[config.mk]
export PLATFORM = sky130hd
export DESIGN_NAME = hs_slew_cal
export DESIGN_NICKNAME = d
export VERILOG_FILES = /design/src/rtl/hs_slew_cal.sv
export SDC_FILE = /design/constraint.sdc
export NUM_CORES = 1
export LEC_CHECK = 0
export BUFFER_PORTS_ARGS = -buffer_cell sky130_fd_sc_hd__buf_4
export CAP_MARGIN = 10
export CELL_PAD_IN_SITES_DETAIL_PLACEMENT = 0
export CELL_PAD_IN_SITES_GLOBAL_PLACEMENT = 1
export CORE_AREA = 2 2 135 137
export DETAILED_ROUTE_END_ITERATION = 8
export DIE_AREA = 0 0 137 139
export PLACE_DENSITY = 0.83
export SLEW_MARGIN = 25
export SYNTH_ARGS = -nofsm -noshare
export SYNTH_HDL_FRONTEND = slang
export SYNTH_SLANG_ARGS = --single-unit
[constraint.sdc]
create_clock -name clk -period 4.22 [get_ports clk]
set_input_delay 0.422 -clock clk [delete_from_list [all_inputs] [get_ports clk]]
set_output_delay 0.422 -clock clk [all_outputs]
set_load 0.01 [all_outputs]
[src/rtl/hs_slew_cal.sv]
module hs_slew_cal #(
  parameter int REF_W       = 8,
  parameter int COEF_W      = 8,
  parameter int CNT_W       = 24,
  parameter int CODE_W      = 3,
  parameter int CYC_W       = 24,
  parameter int METER_CYC   = 1024,
  parameter int SETTLE_CYC  = 250,
  parameter int TIMEOUT_CYC = 50000,
  parameter int SR_DIV      = 1000,
  parameter int ZERO_CODE   = 3
) (
  input  logic              clk,
  input  logic              rst_n,
  input  logic              start,
  input  logic [REF_W-1:0]  ref_mhz,
  input  logic [COEF_W-1:0] coef,
  input  logic [CODE_W-1:0] force_code,
  input  logic              fm_valid,
  input  logic [CNT_W-1:0]  fm_count,
  output logic              osc_en,
  output logic              frck_en,
  output logic              fm_en,
  output logic [CYC_W-1:0]  fm_cycles,
  output logic [CODE_W-1:0] code,
  output logic              done
);
  localparam int NUM_W = REF_W + COEF_W + $clog2(METER_CYC + 1);
  localparam int TMAX  = (SETTLE_CYC > TIMEOUT_CYC) ? SETTLE_CYC : TIMEOUT_CYC;
  localparam int TW    = $clog2(TMAX + 1);
  localparam int IW    = $clog2(NUM_W);

  typedef enum logic [2:0] {S_IDLE, S_SETTLE, S_ARM, S_MEAS, S_STOP, S_DIV, S_ROUND, S_FIN} st_t;

  st_t              st;
  logic [TW-1:0]    tcnt;
  logic [IW-1:0]    it;
  logic [NUM_W-1:0] quo;
  logic [CNT_W-1:0] rem, meas;
  logic [CNT_W:0]   trial;
  logic             fits;
  logic [CODE_W-1:0] rcode;

  wire go = start && (st == S_IDLE);
  wire [NUM_W-1:0] num = NUM_W'(ref_mhz) * NUM_W'(coef) * NUM_W'(METER_CYC);

  assign trial = {rem, quo[NUM_W-1]};
  assign fits  = trial >= {1'b0, meas};

  always_comb begin
    rcode = '0;
    for (int k = 1; k < (1 << CODE_W); k++)
      if (quo >= NUM_W'(SR_DIV * k - SR_DIV / 2)) rcode = CODE_W'(k);
    if (meas == '0) rcode = CODE_W'(ZERO_CODE);
  end

  always_ff @(posedge clk or negedge rst_n) begin
    if (!rst_n) begin
      st <= S_IDLE;  tcnt <= '0;  it <= '0;  quo <= '0;  rem <= '0;  meas <= '0;
      osc_en <= 1'b0;  frck_en <= 1'b0;  fm_en <= 1'b0;
      fm_cycles <= '0;  code <= '0;  done <= 1'b0;
    end else begin
      done <= 1'b0;
      case (st)
        S_IDLE: if (go) begin
          if (force_code != '0) begin
            code <= force_code;
            done <= 1'b1;
          end else begin
            osc_en <= 1'b1;
            tcnt   <= '0;
            quo    <= num;
            st     <= S_SETTLE;
          end
        end
        S_SETTLE: if (tcnt == TW'(SETTLE_CYC - 1)) begin
          frck_en   <= 1'b1;
          fm_cycles <= CYC_W'(METER_CYC);
          st        <= S_ARM;
        end else tcnt <= tcnt + 1'b1;
        S_ARM: begin
          fm_en <= 1'b1;
          tcnt  <= '0;
          st    <= S_MEAS;
        end
        S_MEAS: if (fm_valid || tcnt == TW'(TIMEOUT_CYC - 1)) begin
          meas  <= fm_count;
          fm_en <= 1'b0;
          st    <= S_STOP;
        end else tcnt <= tcnt + 1'b1;
        S_STOP: begin
          frck_en <= 1'b0;
          rem     <= '0;
          it      <= '0;
          st      <= S_DIV;
        end
        S_DIV: begin
          quo <= {quo[NUM_W-2:0], fits};
          rem <= fits ? CNT_W'(trial - {1'b0, meas}) : trial[CNT_W-1:0];
          it  <= it + 1'b1;
          if (it == IW'(NUM_W - 1)) st <= S_ROUND;
        end
        S_ROUND: begin
          code <= rcode;
          st   <= S_FIN;
        end
        S_FIN: begin
          osc_en <= 1'b0;
          done   <= 1'b1;
          st     <= S_IDLE;
        end
        default: st <= S_IDLE;
      endcase
    end
  end

  assert_meter_order_R3: assert property (@(posedge clk) disable iff (!rst_n)
    fm_en |-> (frck_en && osc_en));
  assert_frck_order_R4: assert property (@(posedge clk) disable iff (!rst_n)
    frck_en |-> osc_en);
  assert_done_pulse_R9: assert property (@(posedge clk) disable iff (!rst_n)
    done |=> !done);
  assert_osc_last_R9: assert property (@(posedge clk) disable iff (!rst_n)
    $fell(osc_en) |-> (done && !frck_en && !fm_en));
  assert_code_hold_R10: assert property (@(posedge clk) disable iff (!rst_n)
    (osc_en && st != S_ROUND) |=> $stable(code));
  assert_wait_bound_R5: assert property (@(posedge clk) disable iff (!rst_n)
    (st == S_MEAS) |-> (tcnt < TW'(TIMEOUT_CYC)));
  assert_zero_default_R7: assert property (@(posedge clk) disable iff (!rst_n)
    (st == S_ROUND && meas == '0) |=> (code == CODE_W'(ZERO_CODE)));
endmodule

# ---- Word-level counts from Yosys, hierarchy flattened
# Cells that the tools add are included.
dict set report classes {
  add_sub_neg 3
  mul 1
  mux 38
  n_lt_le_gt_ge 8
  eq_ne 18
  n_reduce_logical 21
}
# cell n
set ops {}
lappend ops {{27-bit by 13-bit >= comparator with 1-bit output, second input constant} 3}
lappend ops {{16-bit 2-to-1 mux} 4}
lappend ops {{16-bit one-hot mux with 4 select lines} 1}
lappend ops {{27-bit by 12-bit >= comparator with 1-bit output, second input constant} 2}
lappend ops {{27-bit 2-to-1 mux} 2}
lappend ops {{27-bit one-hot mux with 2 select lines} 1}
lappend ops {{24-bit one-hot mux with 2 select lines} 1}
lappend ops {{3-bit 2-to-1 mux} 13}
lappend ops {{27-bit by 11-bit >= comparator with 1-bit output, second input constant} 1}
lappend ops {{27-bit by 9-bit >= comparator with 1-bit output, second input constant} 1}
lappend ops {{25-bit by 24-bit >= comparator with 1-bit output} 1}
lappend ops {{24-bit zero test} 1}
lappend ops {{24-bit 2-to-1 mux} 1}
lappend ops {{3-bit one-hot mux with 8 select lines} 1}
lappend ops {{24-bit subtractor} 1}
lappend ops {{16-bit by 1-bit adder with 16-bit output, second input constant} 1}
lappend ops {{16-bit == test, second input constant} 1}
lappend ops {{16-bit by 8-bit == test with 1-bit output, second input constant} 1}
lappend ops {{8-bit by 8-bit multiplier with 16-bit output} 1}
lappend ops {{2-bit inequality test, second input constant} 7}
lappend ops {{3-bit == test, second input constant} 4}
lappend ops {{2-bit nonzero test} 6}
lappend ops {{5-bit one-hot mux with 2 select lines} 1}
lappend ops {{5-bit AND reduction} 2}
lappend ops {{16 further kinds} 31}
dict set report totals {
  input_bits 47
  register_bits 107
}

# ---- Logic depth before layout (Yosys ltp)
dict set report depth {
  depth_word 10
  mapped_depth 17
}

# ---- Least setup slack after synthesis
# Ideal clock, no wire load.
dict set report synth_timing {
  kind {input to register}
  start {in ref_mhz[0]}
  end {reg quo[25]}
  path_slack_ns 0.083
  t_arrival_ns 4.010
  n_path_buf 0
  setup_ns 0.127
  path_stages 15
  cell_sequence {nand2_1 -> fa_1 -> fa_1 -> inv_1 -> fa_1 -> inv_1 -> fa_1 -> inv_1 -> ha_1 -> a21boi_0 -> o211ai_1 -> a21oi_1 -> o31ai_1 -> mux2i_1 -> nand3_1}
}
dict set report synth_between {
  elab_chain_cells 4
}
# item line_no
set synth_rtl {}
lappend synth_rtl {{start: declaration} 16} ;# input logic [REF_W-1:0] ref_mhz,
lappend synth_rtl {{8-bit by 8-bit multiplier with 16-bit output} 45} ;# wire [NUM_W-1:0] num = NUM_W'(ref_mhz) * NUM_W'(coef) * NUM_W'(METER_CYC);
lappend synth_rtl {{27-bit 2-to-1 mux} 66} ;# if (force_code != '0) begin
lappend synth_rtl {{27-bit 2-to-1 mux} 65} ;# S_IDLE: if (go) begin
lappend synth_rtl {{27-bit one-hot mux with 2 select lines} 64} ;# case (st)
lappend synth_rtl {{end signal: assignment} 72} ;# quo <= num;
lappend synth_rtl {{end signal: assignment} 98} ;# quo <= {quo[NUM_W-2:0], fits};
lappend synth_rtl {{end: declaration} 38} ;# logic [NUM_W-1:0] quo;
# No other way between the ends. The select of a mux whose other input is x is not followed.
# A chain may end at the register's enable or synchronous reset.

# ---- Worst setup path in the final report
dict set report layout_timing {
  start {in ref_mhz[1]}
  end {reg quo[25]}
}
# Same word-level chain as after synthesis.

==> impl_results.md <==
* Status: complete, no violations
* Most frequent cells after synthesis: nand2_1, dfrtp_1, o21ai_0, inv_1, ha_1
* Final hold violation count at 0
* Cell variety after synth at 72
* I/O Buffers at 54
* Design Area, Final at 9590 µm²
* WS Path Type: primary input to register
* Root Buffer: clkbuf_16
* FP Rows at 49
* Die ar. at 19000 µm²
* Antenna violations before repair at 0
* CP Capture Type: register
* Die W at 137 µm
* Pin count of the biggest net entering global routing at 57
* CTS tree: built
* Post-route antenna net violation count at 0
* HP Class: primary input to async pin
* Worst path buffer plus inverter count at 3
* Measured slew at the worst slew-check pin at 0.900 ns
* Inserted Diodes at 0
* Area grow syn2layout at 11.1%
* Synth warnings at 0
* CP max-delay cell: fa_1
* Die height at 139 µm
* Arrival @ worst endpoint at 4.25 ns
* Gate Count Post-Synth at 994
* Worst-path clk slew at 0.07 ns
* Filler Cell Count at 1672
* Share of cells above drive strength 1 at 0.112
* Max FO, Critical Path at 6
* Seq/Total Area, Yosys at 0.310
* First-pass GRT wire length at 32.6 mm
* Drt drc at 0
* Final wirelength at 19.1 mm
* Area contributors post-synth: dfrtp_1, ha_1, fa_1
* Post-synth EDFFs at 0
* Core Region at 17700 µm²
* Io pins at 78
* Syn Area/Cell at 8.68 µm²
* Final period demand of the worst path at 4.01 ns
* Fmax at 249 MHz
* Worst rel slew slack at 0.400
* Wirelength per Cell at 14.8 µm
* Number of global-route vias before repair at 6638
* DP Area at 9320 µm²
* GPL Wtd Cong at 0.860
* Initial core utilization at 0.489
* Worst EP required at 4.46 ns
* Power Dens Cells at 547 nW/µm²
* Most used cell, CP: fa_1
* Post-route clock period utilization at 0.950
* Synth top area share at 0.310
* Most frequent cell after synthesis: nand2_1
* Max-cap viol count at 0
* DPL Wire Length at 14.6 mm
* Synth Cell Area at 8630 µm²
* Gr usage total at 0.210
* Worst-Skew Late Latency at 0.36 ns
* Clk sink count at 107
* DRT iter0 DRCs at 487
* Asr flop ratio synth at 1.00
* Total CTS buffers at 9
* VDD IR max at 0.417 mV
* Hold_buf cts at 0
* Final setup fails at 0
* Vias/cell at 5.43
* Critical Path Start Type: primary input
* CP max stage delay at 0.55 ns
* Top FF cell, synth: dfrtp_1
* Clock skew at 0.0139 ns
* GRT Residual Overflow at 0
* FF+latch count, synth at 107
* Setup bufs post-CTS at 0
* LEAKAGE at 4.76 nW
* Top delay family on crit path: adder cells
* # nets final at 1203
* Routed vias at 6995
* Synth area leader: dfrtp_1
* Unrepaired setup endpoints after global routing: true
* H-tree Lvls at 3
* Max-slew violation total from the final report at 0
* Drt first pass iters at 5
* CP cell instances: buf_4 -> and2_1 -> fa_1 -> fa_1 -> inv_1 -> fa_1 -> fa_1 -> inv_1 -> ha_1 -> o21ai_1 -> a21boi_0 -> o211ai_1 -> a21oi_1 -> o31ai_2 -> mux2i_1 -> nand3_1
* Clock Tree Buf Depth at 2
* Final Util at 0.543
final timing paths:
| check | start | endpoint | slack, ns | cells after the start |
|---|---|---|---|---|
| max | ref_mhz[1] | quo[25] | 0.21 | 16 |
| min | rst_n | tcnt[2] | 0.10 | 1 |
| max reg2reg | rem[5] | rem[13] | 0.89 | 10 |
| min reg2reg | fm_cycles[10] | fm_cycles[10] | 0.47 | 1 |
| max in group asynchronous | rst_n | it[3] | 3.22 | 2 |
| min in group clk | fm_count[5] | meas[5] | 0.26 | 3 |
sequential cells by signal, indices dropped and copies added (netlist names):
signal	count
code	3
done	1
fm_cycles	1
fm_en	1
frck_en	1
it	5
meas	24
osc_en	1
quo	27
rem	24
st	3
tcnt	16
layout by cell type (no fill, tap or decap), types with 22 or more instances in the layout:
cell	instances
xnor2_1	22
buf_4	87
fa_1	37
nand2_1	122
nand3_1	32
nor2_1	52
conb_1	23
ha_1	64
o21ai_0	83
and2_1	55
a21oi_1	42
dfrtp_1	107
inv_1	83
repair_timing:
item,4_1_cts,5_1_grt
gates resized for setup,0,2
setup endpoints to repair,0,3
endpoints found under the hold margin,0,0
cell families after synthesis:
| group | Yosys count | share of synthesized area |
|---|---|---|
| XOR/XNOR | 34 | 0.0345 |
| flip-flops | 107 | 0.310 |
| buffers and inverters | 142 | 0.0758 |
| adder cells (fa/ha/maj) | 101 | 0.179 |
| AO/OA/AOI/OAI | 229 | 0.166 |
| other | 1 | 0.000434 |
| AND/OR/NAND/NOR | 356 | 0.206 |
| multiplexers | 24 | 0.0283 |
through the flow:
stage / total power, W / std cells / setup TNS, ns / worst slack (ns) / hold WS, ns
5_1_grt: 0.00577 / 1289 / -0.0241 / -0.0127 / 0.163
3_3_place_gp: 0.00441 / 1273 / -0.515 / -0.220 / 0.440
2_1_floorplan: 0.00372 / 1016 / 0 / 0.0829 / 0.126
4_1_cts: 0.00529 / 1289 / 0 / 0.0885 / 0.141
6_report: 0.00525 / 1289 / 0 / 0.212 / 0.101
3_5_place_dp: 0.00446 / 1273 / -0.741 / -0.267 / 0.449
layer usage:
metal | GRT usage | up-vias | wire [µm]
met3 | 0.0391 | 9 | 656
met1 | 0.311 | 3345 | 9630
met4 | 0.0309 | 0 | 91
met2 | 0.328 | 122 | 8760
li1 | - | 3519 | -
met5 | 0 | - | 0
where the power goes:
group | internal [W] | total (W) | switching, W
clock network | 0.000408 | 0.000805 | 0.000397
logic | 0.00119 | 0.00275 | 0.00155
registers | 0.00135 | 0.00170 | 0.000346
cell type report:
class / instances / area [µm²] / share of cell area
tap: 229 / 287 / 0.0299
inverter: 83 / 312 / 0.0325
timing repair buffer: 87 / 653 / 0.0681
clock buffer: 12 / 236 / 0.0246
sequential: 107 / 2680 / 0.279
multi-input combinational: 767 / 5390 / 0.562
clock inverter: 4 / 36.3 / 0.00378
No activity file was read; power rests on OpenSTA's default activity.
